==> src/rtl/uw_pkg.sv <==
package uw_pkg;
  localparam int ADDR_W = 6;
  localparam int DATA_W = 16;
  localparam int OP_W   = 3;
  localparam int CMD_W  = OP_W + ADDR_W;
  localparam int FRM_W  = CMD_W + DATA_W;
  localparam int CNT_W  = $clog2(FRM_W + 1);

  localparam logic [2:0] OPC_RD = 3'b110;
  localparam logic [2:0] OPC_WR = 3'b101;
  localparam logic [4:0] OPC_EN = 5'b10011;
  localparam logic [4:0] OPC_DS = 5'b10000;

  typedef enum logic [2:0] {
    SG_SETUP, SG_SHIFT, SG_CAPT, SG_STBY, SG_POLL, SG_CLEAN, SG_FIN
  } seg_e;

  function automatic seg_e seg_at(input logic wr, input logic [3:0] idx);
    seg_e s;
    if (!wr) begin
      case (idx)
        4'd0: s = SG_SETUP;
        4'd1: s = SG_SHIFT;
        4'd2: s = SG_CAPT;
        4'd3: s = SG_STBY;
        default: s = SG_FIN;
      endcase
    end else begin
      case (idx)
        4'd0: s = SG_SETUP;
        4'd1: s = SG_SHIFT;
        4'd2: s = SG_STBY;
        4'd3: s = SG_SHIFT;
        4'd4: s = SG_STBY;
        4'd5: s = SG_POLL;
        4'd6: s = SG_STBY;
        4'd7: s = SG_SHIFT;
        4'd8: s = SG_CLEAN;
        default: s = SG_FIN;
      endcase
    end
    return s;
  endfunction

  function automatic logic [FRM_W-1:0] frame_at(input logic wr, input logic [3:0] idx,
                                                 input logic [ADDR_W-1:0] a,
                                                 input logic [DATA_W-1:0] d);
    logic [CMD_W-1:0] en_f;
    logic [CMD_W-1:0] ds_f;
    en_f = {OPC_EN, {(ADDR_W-2){1'b0}}};
    ds_f = {OPC_DS, {(ADDR_W-2){1'b0}}};
    if (!wr)             return {OPC_RD, a, {DATA_W{1'b0}}};
    else if (idx == 4'd3) return {OPC_WR, a, d};
    else if (idx == 4'd7) return {ds_f, {DATA_W{1'b0}}};
    else                 return {en_f, {DATA_W{1'b0}}};
  endfunction

  function automatic logic [CNT_W-1:0] len_at(input logic wr, input logic [3:0] idx);
    if (seg_at(wr, idx) == SG_CAPT) return CNT_W'(DATA_W);
    if (wr && idx == 4'd3)          return CNT_W'(FRM_W);
    return CNT_W'(CMD_W);
  endfunction
endpackage

==> src/rtl/uw_pacer.sv <==
module uw_pacer #(
  parameter int HALF_CYC = 10000
) (
  input  logic clk,
  input  logic rst_n,
  input  logic run,
  output logic tick
);
  localparam int CW = $clog2(HALF_CYC + 1);
  logic [CW-1:0] cnt;

  assign tick = run && (cnt == '0);

  always_ff @(posedge clk) begin
    if (!rst_n || !run)  cnt <= CW'(HALF_CYC - 1);
    else if (cnt == '0)  cnt <= CW'(HALF_CYC - 1);
    else                 cnt <= cnt - 1'b1;
  end
endmodule

==> src/rtl/uw_poll_guard.sv <==
module uw_poll_guard #(
  parameter int POLL_MAX = 200
) (
  input  logic clk,
  input  logic rst_n,
  input  logic clr,
  input  logic inc,
  output logic last,
  output logic [$clog2(POLL_MAX+1)-1:0] count
);
  localparam int PW = $clog2(POLL_MAX + 1);

  assign last = (count == PW'(POLL_MAX - 1));

  always_ff @(posedge clk) begin
    if (!rst_n || clr) count <= '0;
    else if (inc)      count <= count + 1'b1;
  end
endmodule

==> src/rtl/uw_eeprom_master.sv <==
module uw_eeprom_master
  import uw_pkg::*;
#(
  parameter int HALF_CYC = 10000,
  parameter int POLL_MAX = 200
) (
  input  logic        clk,
  input  logic        rst_n,
  input  logic        req_valid,
  input  logic        req_write,
  input  logic [5:0]  req_addr,
  input  logic [15:0] req_wdata,
  output logic        ready,
  output logic        done,
  output logic [15:0] rd_data,
  output logic        timeout_err,
  output logic        ee_cs,
  output logic        ee_sk,
  output logic        ee_di,
  input  logic        ee_do
);
  localparam int PW = $clog2(POLL_MAX + 1);

  logic              busy, is_wr, tout;
  logic [ADDR_W-1:0] addr_q;
  logic [DATA_W-1:0] wd_q, cap;
  logic [3:0]        seg_idx, nidx;
  logic [1:0]        ph;
  logic [FRM_W-1:0]  sreg;
  logic [CNT_W-1:0]  bits;
  logic              tick, poll_last;
  logic [PW-1:0]     poll_cnt;
  seg_e              seg;

  assign seg   = seg_at(is_wr, seg_idx);
  assign nidx  = seg_idx + 4'd1;
  assign ready = !busy;

  // event wires shared with the checker
  logic accept, in_capt, stby_cs_step, poll_step;
  assign accept       = req_valid && !busy;
  assign in_capt      = busy && (seg == SG_CAPT);
  assign stby_cs_step = busy && tick && (seg == SG_STBY) && (ph == 2'd2);
  assign poll_step    = busy && tick && (seg == SG_POLL);

  uw_pacer #(.HALF_CYC(HALF_CYC)) u_pace (
    .clk(clk), .rst_n(rst_n), .run(busy && seg != SG_FIN), .tick(tick)
  );

  uw_poll_guard #(.POLL_MAX(POLL_MAX)) u_poll (
    .clk(clk), .rst_n(rst_n), .clr(accept),
    .inc(poll_step && !ee_do && !poll_last),
    .last(poll_last), .count(poll_cnt)
  );

  always_ff @(posedge clk) begin
    if (!rst_n) begin
      busy <= 1'b0; is_wr <= 1'b0; tout <= 1'b0;
      addr_q <= '0; wd_q <= '0; cap <= '0; rd_data <= '0;
      seg_idx <= '0; ph <= '0; sreg <= '0; bits <= '0;
      done <= 1'b0; timeout_err <= 1'b0;
      ee_cs <= 1'b0; ee_sk <= 1'b0; ee_di <= 1'b0;
    end else begin
      done        <= 1'b0;
      timeout_err <= 1'b0;
      if (accept) begin
        busy <= 1'b1; is_wr <= req_write; addr_q <= req_addr; wd_q <= req_wdata;
        seg_idx <= '0; ph <= '0; tout <= 1'b0; cap <= '0;
      end else if (busy && seg == SG_FIN) begin
        busy        <= 1'b0;
        done        <= 1'b1;
        timeout_err <= tout;
        if (!is_wr) rd_data <= cap;
      end else if (tick) begin
        case (seg)
          SG_SETUP: begin
            if (ph == 2'd0) begin ee_sk <= 1'b0; ee_di <= 1'b0; ph <= 2'd1; end
            else begin
              ee_cs <= 1'b1;
              seg_idx <= nidx; ph <= '0;
              sreg <= frame_at(is_wr, nidx, addr_q, wd_q); bits <= len_at(is_wr, nidx);
            end
          end
          SG_SHIFT: begin
            case (ph)
              2'd0: if (bits == '0) begin
                      ee_di <= 1'b0;
                      seg_idx <= nidx; ph <= '0;
                      sreg <= frame_at(is_wr, nidx, addr_q, wd_q); bits <= len_at(is_wr, nidx);
                    end else begin
                      ee_di <= sreg[FRM_W-1]; ph <= 2'd1;
                    end
              2'd1: begin ee_sk <= 1'b1; ph <= 2'd2; end
              default: begin
                ee_sk <= 1'b0; sreg <= sreg << 1; bits <= bits - 1'b1; ph <= 2'd0;
              end
            endcase
          end
          SG_CAPT: begin
            if (ph == 2'd0) begin ee_sk <= 1'b1; ee_di <= 1'b0; ph <= 2'd1; end
            else begin
              cap <= {cap[DATA_W-2:0], ee_do};
              ee_sk <= 1'b0; bits <= bits - 1'b1;
              if (bits == CNT_W'(1)) begin seg_idx <= nidx; ph <= '0; end
              else ph <= 2'd0;
            end
          end
          SG_STBY: begin
            case (ph)
              2'd0: begin ee_cs <= 1'b0; ee_sk <= 1'b0; ph <= 2'd1; end
              2'd1: begin ee_sk <= 1'b1; ph <= 2'd2; end
              2'd2: begin ee_cs <= 1'b1; ph <= 2'd3; end
              default: begin
                ee_sk <= 1'b0;
                seg_idx <= nidx; ph <= '0;
                sreg <= frame_at(is_wr, nidx, addr_q, wd_q); bits <= len_at(is_wr, nidx);
              end
            endcase
          end
          SG_POLL: begin
            if (ee_do || poll_last) begin
              if (!ee_do) tout <= 1'b1;
              seg_idx <= nidx; ph <= '0;
              sreg <= frame_at(is_wr, nidx, addr_q, wd_q); bits <= len_at(is_wr, nidx);
            end
          end
          SG_CLEAN: begin
            case (ph)
              2'd0: begin ee_cs <= 1'b0; ee_di <= 1'b0; ph <= 2'd1; end
              2'd1: begin ee_sk <= 1'b1; ph <= 2'd2; end
              default: begin ee_sk <= 1'b0; seg_idx <= nidx; ph <= '0; end
            endcase
          end
          default: ;
        endcase
      end
    end
  end
endmodule

==> config.mk <==
export PLATFORM = sky130hd
export DESIGN_NAME = uw_eeprom_master
export DESIGN_NICKNAME = d
export VERILOG_FILES = /design/src/rtl/uw_pkg.sv /design/src/rtl/uw_pacer.sv /design/src/rtl/uw_poll_guard.sv /design/src/rtl/uw_eeprom_master.sv
export SDC_FILE = /design/constraint.sdc
export NUM_CORES = 1
export LEC_CHECK = 0
export ABC_AREA = 1
export BUFFER_PORTS_ARGS = -buffer_cell sky130_fd_sc_hd__clkbuf_2
export CAP_MARGIN = 20
export CELL_PAD_IN_SITES_DETAIL_PLACEMENT = 1
export CELL_PAD_IN_SITES_GLOBAL_PLACEMENT = 2
export CORE_MARGIN = 3
export CORE_UTILIZATION = 38
export DETAILED_ROUTE_END_ITERATION = 6
export HOLD_SLACK_MARGIN = 0.05
export MAX_ROUTING_LAYER = met4
export PLACE_DENSITY = 0.84
export SETUP_SLACK_MARGIN = 0.02
export SLEW_MARGIN = 20
export SYNTH_ARGS = -nofsm -noshare
export SYNTH_HDL_FRONTEND = slang
export SYNTH_SLANG_ARGS = --single-unit
==> constraint.sdc <==
create_clock -name clk -period 5.02 [get_ports clk]
set_input_delay 1.004 -clock clk [delete_from_list [all_inputs] [get_ports clk]]
set_output_delay 1.004 -clock clk [all_outputs]
set_load 0.005 [all_outputs]
==> results.cfg, run 1 <==
[timing]
finalSetupViolCount = 0
fin_skew_ps = 10.5
rsz0062_at_grt = no
period_share_pct = 59.6
tns_ps = 0
min_period_ps = 2990
fmaxAchievable_mhz = 334
tightest_slew_ps = 634
relSlewSlack_pct = 57.3
drv_slew = 0
hold_viol = 0

[power]
vdd_drop_max_uv = 217
p_leak_nw = 2.83
p_int_w = 0.00179
powerDensity_mw_per_mm2 = 346
seq_power_share_pct = 43.1
comb_power_share_pct = 6.1
finalPower_w = 0.00233
switching_power_w = 0.000543
p_sw_share_pct = 23.3
p_clk_share_pct = 50.8

[logic_synthesis]
seq_area_frac_synth_pct = 42.5
ys_ff_latch = 123
ys_warn_count = 0
synth_most_common_cell = dfxtp_1
syn-instance-count = 759
ys.flop_type = dfxtp_1
synth.distinct_cells = 47
synth_top_area_cell = dfxtp_1
netlist_area_mm2 = 0.00580
async_flop_share_pct = 0
synth_edf_count = 0
avgSynthCellArea_um2 = 7.64
synthTopCellsByArea = dfxtp_1 42%, o21ai_0 7.8%, inv_1 6.5%
synthTopCellsByCount = 123 x dfxtp_1, 101 x inv_1, 90 x o21ai_0
syn_nets = 802
yosys.area.top_type_share_pct = 42.5

[job]
drv_cap = 0

[routing]
drt-initial-drc-count = 215
detail_route.wl_per_cell_um = 14.4
vias = 5073
via_per_inst = 5.09
route.detailed.drc = 0
drtAntennaViolNets = 0
wl_um = 14300
drt_pass1_iterations = 4

[placement]
dp_hpwl_um = 10200
place_congestion = 0.883
portBuffers = 48

[die]
ios = 49
start_util_pct = 39.3
core_mm2 = 0.0148
dieArea_mm2 = 0.0168
rows = 44
fp.dieH_um = 130
die-width_um = 130

[cts]
cts_max_level = 4
clk-insertion-delay-late_ps = 420
clock_path_buffers = 2
clockRootBuffer = clkbuf_16
hold_buffers = 0
clkSlewWorstSetupHoldPaths_ps = 60
cts_resized = 0
post_cts_buffers = 0
cts.sinks = 123
cts_tree = built
numCtsBuffers = 17

[critical_path]
cp-start-kind = flop
cp_max_fo = 33
critical_path_required_ps = 5360
arrival_ps = 3330
critical_path_class = flop to flop
critPathCaptureType = flop

[finish]
nNetsFinal = 844
drive_gt1_share_pct = 19.0
n_antenna_cell = 0
area_delta_synth_final_pct = 16.2
fillCellCount = 1827

[min_path]
min_path_type = flop to flop

[grt]
grt_pass1_vias = 5166
grt_pass1_wl_um = 24200
grt_usage_pct = 18.4
grt_max_degree = 67
antenna_found_initial = 0
grt_overflow = 0

[outcome]
status = complete, no violations
-- area by class of cell --
| cell class | instances | area (um^2) | share of cell area (%) |
|---|---|---|---|
| sequential | 123 | 2460 | 36.6 |
| clock inverter | 11 | 121 | 1.80 |
| tap | 184 | 230 | 3.42 |
| timing repair buffer | 54 | 289 | 4.29 |
| multi-input combinational | 493 | 2760 | 40.9 |
| clock buffer | 19 | 453 | 6.73 |
| inverter | 112 | 423 | 6.28 |
-- critical path, stage by stage (launching register included) --
cell,delay [ps]
dfxtp_1,460
inv_1,150
ha_1,260
inv_1,60
nand2_1,50
nand2_2,70
nor2_2,50
nor2_4,200
nor2_4,70
nand3_2,130
nand2_1,100
nor3_1,240
nand2_2,430
inv_4,330
o21ai_0,120
a31oi_1,180
-- placed cells by master, fill, tap and decap left out, types with 2 or more instances in the layout --
cell        count
inv_1         101
nand3_4         2
o21ai_1        13
nand4_1        11
or2_2           5
buf_4           5
nand3_2         9
nand2_2        10
ha_1           16
xnor2_1         3
xor2_1          5
dfxtp_1       123
bufinv_16       2
o22ai_1        17
clkbuf_8        2
o21ai_0        90
clkinvlp_4      5
clkbuf_16      17
nor2_1         86
clkinv_2        3
clkbuf_2       48
nor3_1          7
nand2_1        72
a31oi_1         9
nor2_4         11
inv_2          10
nand3_1        21
a21oi_1        74
a211oi_2        3
nor2_2         11
-- path summary, 6_finish.rpt --
path,startpoint,to,slack (ps),depth (start not counted)
setup reg to reg,seg_idx[0],sreg[24],2030,15
hold / removal,u_pace.cnt[0],u_pace.cnt[0],400,1
setup / recovery,seg_idx[0],sreg[24],2030,15
hold reg to reg,u_pace.cnt[0],u_pace.cnt[0],400,1
-- logic make-up (layout without fill, tap and decap cells) --
group	after synthesis	after routing	synth area share, %
AND/OR/NAND/NOR	254	254	22.7
AO/OA/AOI/OAI	215	215	20.2
buffers and inverters	143	196	9.99
flip-flops	123	123	42.5
adder cells (fa/ha/maj)	16	16	3.45
XOR/XNOR	8	8	1.21
-- power groups by stage --
stage / Clock (W) / Combinational, W / Sequential (W)
after floorplan: 0 / 0.000104 / 0.00102
after global placement: 0 / 0.000139 / 0.00102
after detailed placement: 0 / 0.000143 / 0.00103
after CTS: 0.00121 / 0.000144 / 0.00100
after global routing: 0.00126 / 0.000163 / 0.00101
final: 0.00118 / 0.000142 / 0.00100
-- registers in the layout, summed over array words and instances (netlist names), named ones only --
signal        flops
rd_data          16
is_wr             1
seg_idx           4
ee_sk             1
timeout_err       1
wd_q             16
sreg             25
cap              16
u_pace.cnt       14
done              1
u_poll.count      8
ee_cs             1
ee_di             1
addr_q            6
tout              1
bits              5
busy              1
ph                2
-- routing by layer --
layer / share of wire, % / vias up / global-route usage, %
li1: - / 2581 / -
met3: 2.7 / 16 / 4.20
met5: 0 / - / -
met4: 1.5 / 0 / 6.30
met1: 49 / 2421 / 23.1
met2: 47 / 55 / 29.3
-- metrics by stage --
step / worst slack, ps / util [%] / cells / cell area (um^2) / hold WS (ps)
6_report: 2030 / 45.6 / 996 / 6730 / 405
5_1_grt: 1690 / 45.6 / 996 / 6730 / 449
4_1_cts: 2000 / 45.6 / 996 / 6730 / 409
3_5_place_dp: 1840 / 41.7 / 966 / 6160 / 395
3_3_place_gp: 1850 / 41.7 / 965 / 6150 / 396
2_1_floorplan: 2800 / - / 759 / 5800 / 380
No activity file was read; power rests on OpenSTA's default activity.
==> run 2, diff against run 1 <==
Settings changed: CORE_UTILIZATION 38 to 32, PLACE_DENSITY 0.84 to 0.75.
Clock period 5.02 ns to 2.46 ns, I/O delays scaled along.
==> results.cfg, run 2 (synthesized netlist as in run 1, its figures left out) <==
[outcome]
status = complete, no violations

[routing]
drt-initial-drc-count = 154
drtAntennaViolNets = 0
route.detailed.drc = 0
via_per_inst = 4.81
wl_um = 15100
vias = 5140
detail_route.wl_per_cell_um = 14.1
drt_pass1_iterations = 4

[power]
comb_power_share_pct = 6.5
vdd_drop_max_uv = 493
finalPower_w = 0.00492
p_clk_share_pct = 51.9
switching_power_w = 0.00116
powerDensity_mw_per_mm2 = 686
p_leak_nw = 3.01
seq_power_share_pct = 41.6
p_int_w = 0.00377
p_sw_share_pct = 23.5

[timing]
drv_slew = 0
rsz0062_at_grt = yes
relSlewSlack_pct = 62.1
fmaxAchievable_mhz = 428
hold_viol = 0
finalSetupViolCount = 0
fin_skew_ps = 8.10
tns_ps = 0
worst_slack_ps = 125
period_share_pct = 94.9
tightest_slew_ps = 568
min_period_ps = 2340

[critical_path]
cp-start-kind = flop
critical_path_required_ps = 2770
reg2reg_slack_ps = 120
crit_path_top_delay_cell = dfxtp_4
reg2reg_from = seg_idx[0]
cp_max_fo = 6
crit_chain = buf_6 -> ha_2 -> inv_2 -> nand2_2 -> nand2_4 -> nor2_4 -> nor2_4 -> nor2_4 -> nand3_4 -> nand2_4 -> nor2_4 -> buf_4 -> nand4_1 -> nand3_2 -> nand3_2 -> nand3_2 -> nand2_2
r2r_cells = 17
cp_num_buf_inv = 3
arrival_ps = 2640
critical_path_class = flop to flop
crit_family = simple AND/OR/NAND/NOR gates
critPathCaptureType = flop
cpPeakStageDelay_ps = 360
cp_common_cell = nor2_4

[finish]
largest_reg_flops = 25
largest_register = sreg
fin_cells = 1068
nNetsFinal = 873
drive_gt1_share_pct = 24.2
area_delta_synth_final_pct = 23.9
layout_commonest_cell = dfxtp_1
final_cell_mix = 120 x dfxtp_1, 98 x inv_1, 90 x o21ai_0
n_antenna_cell = 0
postLayoutCellArea_mm2 = 0.00718

[job]
drv_cap = 0

[cts]
clockRootBuffer = clkbuf_16
cts.sinks = 123
clk-insertion-delay-late_ps = 420
cts_tree = built
clkSlewWorstSetupHoldPaths_ps = 60
cts_max_level = 4
numCtsBuffers = 17
clock_path_buffers = 2

[min_path]
min_path_type = input pin to flop
hold_path_end = wd_q[0]
min_path_cells = 3
min_from = req_wdata[0]

[die]
die-width_um = 141
rows = 48
fp.dieH_um = 141
start_util_pct = 33.1
dieArea_mm2 = 0.0198
ios = 49
core_mm2 = 0.0175

[placement]
dp_cells = 1017
pre_cts_ws_ps = -5.52
dp_hpwl_um = 10500
portBuffers = 48
place_congestion = 0.799
place_area_mm2 = 0.00629

[grt]
grt_overflow = 0
antenna_found_initial = 0
grt_pass1_vias = 5256
grt_usage_pct = 16.0
grt_pass1_wl_um = 25400
grt_max_degree = 66
-- run 2: changes by cell type in the layout (fill, tap and decap cells not counted), moves of 3 or more --
| cell | before | now |
|---|---|---|
| dfxtp_1 | 123 | 120 |
| clkinv_4 | 0 | 7 |
| ha_2 | 0 | 3 |
| buf_4 | 5 | 27 |
| clkinvlp_4 | 5 | 1 |
| nand2_2 | 10 | 14 |
| ha_1 | 16 | 13 |
| nor2_2 | 11 | 8 |
| nand2_1 | 72 | 66 |
| nor2_4 | 11 | 14 |
| nand2_4 | 1 | 4 |
| inv_1 | 101 | 98 |
-- run 2: worst register-to-register path: stages (launching register included) --
cell,delay [ps]
dfxtp_4,360
buf_6,120
ha_2,180
inv_2,60
nand2_2,60
nand2_4,80
nor2_4,50
nor2_4,200
nor2_4,80
nand3_4,110
nand2_4,70
nor2_4,150
buf_4,140
nand4_1,150
nand3_2,150
nand3_2,100
nand3_2,90
nand2_2,50
-- run 2: power by group through the flow --
stage                     combinational [W]  clock, W  sequential [W]
after floorplan                    0.000213         0         0.00209
after global placement             0.000291         0         0.00209
after detailed placement           0.000298         0         0.00209
after CTS                          0.000300   0.00264         0.00205
after global routing               0.000363   0.00275         0.00205
final                              0.000321   0.00256         0.00205
-- run 2: layout make-up --
| class | count | area, um^2 |
|---|---|---|
| fill | 2172 | 10400 |
| sequential | 123 | 2470 |
| tap | 225 | 282 |
| timing repair inverter | 1 | 5.00 |
| multi-input combinational | 494 | 2850 |
| inverter | 112 | 435 |
| clock inverter | 13 | 168 |
| timing repair buffer | 81 | 524 |
| clock buffer | 19 | 443 |
-- run 2: worst max path at each step --
stage	slack (ps)	startpoint	cells after the start	to
after floorplan	240	seg_idx[0]	14	bits[2]
after global placement	70	seg_idx[1]	15	bits[2]
after detailed placement	-6	seg_idx[1]	15	sreg[20]
after CTS	20	seg_idx[0]	12	sreg[8]
after global routing	-40	seg_idx[0]	15	flop
final	120	seg_idx[0]	17	flop
-- run 2: layer usage --
metal | up-vias | track usage (%) | part of all wire, %
met1 | 2429 | 19.9 | 48
met3 | 14 | 3.19 | 2.3
met5 | - | - | 0
met4 | 0 | 5.56 | 1.3
met2 | 54 | 25.9 | 48
li1 | 2643 | - | -
-- run 2: metrics by stage --
step	hold slack (ps)	utilization (%)
3_5_place_dp	398	35.9
6_report	342	40.9
4_1_cts	319	39.5
3_3_place_gp	391	35.9
2_1_floorplan	380	-
5_1_grt	336	40.9
-- run 2: timing repair --
| action | CTS | global route |
|---|---|---|
| cloned | 0 | 3 |
| gates resized for setup | 2 | 38 |
| pin swaps | 1 | 19 |
| setup endpoints to repair | 10 | 63 |
| setup buffers | 3 | 13 |
| hold buffers | 0 | 0 |
==> run 3, diff against run 2 <==
Settings changed: CORE_UTILIZATION 32 to 33, CTS_BUF_LIST set to sky130_fd_sc_hd__clkbuf_4, HOLD_SLACK_MARGIN 0.05 to 0.06, PLACE_DENSITY 0.75 to 0.77.
==> results.cfg, run 3 (synthesized netlist as in run 1, its figures left out) <==
[min_path]
min_path_cells = 3
min_path_type = input pin to flop

[critical_path]
critical_path_class = flop to flop
cp-start-kind = flop
arrival_ps = 2820
cp_max_fo = 5
r2r_cells = 18
critPathCaptureType = flop
critical_path_required_ps = 2910

[grt]
antenna_found_initial = 0
grt_pass1_wl_um = 25200
grt_max_degree = 66
grt_overflow = 0
grt_usage_pct = 16.1
grt_pass1_vias = 5252

[finish]
drive_gt1_share_pct = 27.6
area_delta_synth_final_pct = 24.8
nNetsFinal = 893
fin_cells = 1083
largest_reg_flops = 25
final_cell_mix = 121 x dfxtp_1, 97 x inv_1, 87 x o21ai_0
n_antenna_cell = 0
layout_commonest_cell = dfxtp_1
fillCellCount = 2039
largest_register = sreg

[routing]
drtAntennaViolNets = 0
via_per_inst = 4.86
detail_route.wl_per_cell_um = 14.4
route.detailed.drc = 0
vias = 5263
wl_um = 15600
drt-initial-drc-count = 219
drt_pass1_iterations = 4

[placement]
dp_cells = 1013
dp_hpwl_um = 10400
portBuffers = 48
place_congestion = 0.875

[cts]
cts_tree = built
numCtsBuffers = 17
clockRootBuffer = clkbuf_4
cts_max_level = 4
clkSlewWorstSetupHoldPaths_ps = 120
clock_path_buffers = 2
clk-insertion-delay-late_ps = 540
cts.sinks = 123
hold_buffers = 0

[timing]
tightest_slew_ps = 569
finalSetupViolCount = 0
drv_slew = 0
relSlewSlack_pct = 62.1
rsz0062_at_grt = yes
hold_viol = 0
fmaxAchievable_mhz = 422
period_share_pct = 96.3
fin_skew_ps = 19.4
min_period_ps = 2370

[power]
vdd_drop_max_uv = 284
finalPower_w = 0.00405
p_leak_nw = 3.03
powerDensity_mw_per_mm2 = 560

[die]
rows = 47
ios = 49
start_util_pct = 34.3
die-width_um = 139
fp.dieH_um = 139
core_mm2 = 0.0169
dieArea_mm2 = 0.0192

[outcome]
status = complete, no violations

[job]
drv_cap = 0
[run 3: cell count changes in the layout (fill, tap and decap cells not counted), sizes merged]
cell and change:
clkinvlp +1, clkinv -1, buf +21, clkbuf -1
bufinv +1, nand2 -1
[run 3: area by class of cell]
type	instances	area, um^2	share of cell area [%]
multi-input cells	493	2970	41.0
clock inverters	14	195	2.70
repair inverters	1	5.00	0.0692
clock buffers	18	135	1.87
flip-flops and latches	123	2470	34.1
repair buffers	102	739	10.2
inverters	112	445	6.16
well taps	220	275	3.80
[run 3: worst paths after layout]
path	from	to	slack, ps
max	seg_idx[0]	flop	90
min	ee_do	cap[0]	210
max reg2reg	seg_idx[0]	flop	90
min reg2reg	u_pace.cnt[0]	u_pace.cnt[0]	420
[run 3: repair_timing]
item	CTS	global route
setup endpoints to repair	26	59
gates resized for setup	4	76
buffers inserted	4	32
gates cloned	0	2
pin swaps	3	29
[run 3: stage by stage]
step           hold WS, ps  cell area, um^2  TNS [ps]  utilization, %  setup WS, ps
2_1_floorplan          380             5800         0               -           244
3_3_place_gp           389             6280         0            37.2          27.9
3_5_place_dp           398             6280     -79.9            37.2         -24.0
4_1_cts                160             6660         0            39.4          13.6
5_1_grt                185             7230      -100            42.9         -30.3
6_report               213             7230         0            42.9          91.6
[run 3: per-layer routing]
metal | vias up | share of wire, % | global-route usage (%)
met5 | - | 0 | -
met4 | 0 | 1.2 | 4.99
met3 | 13 | 2.9 | 3.28
met1 | 2496 | 48 | 20.4
met2 | 65 | 48 | 25.8
li1 | 2689 | - | -
[run 3: power breakdown]
group / total (W) / switching [W] / internal, W
clock: 0.00164 / 0.000813 / 0.000824
combinational: 0.000367 / 0.000228 / 0.000138
sequential: 0.00205 / 0.0000197 / 0.00203
[run 3: critical path, stage by stage (launching register included)]
cell and delay [ps]:
dfxtp_4 410, buf_6 130, ha_4 140, inv_2 40
nand2_2 50, nand2_2 90, o21bai_4 270, buf_12 150
nor2_4 30, inv_2 80, nand2_2 100, nor2_4 150
nand3_4 120, nand2_2 90, nand2_1 80, nor2_4 140
nand3_2 80, nand3_1 70, nand2_1 50
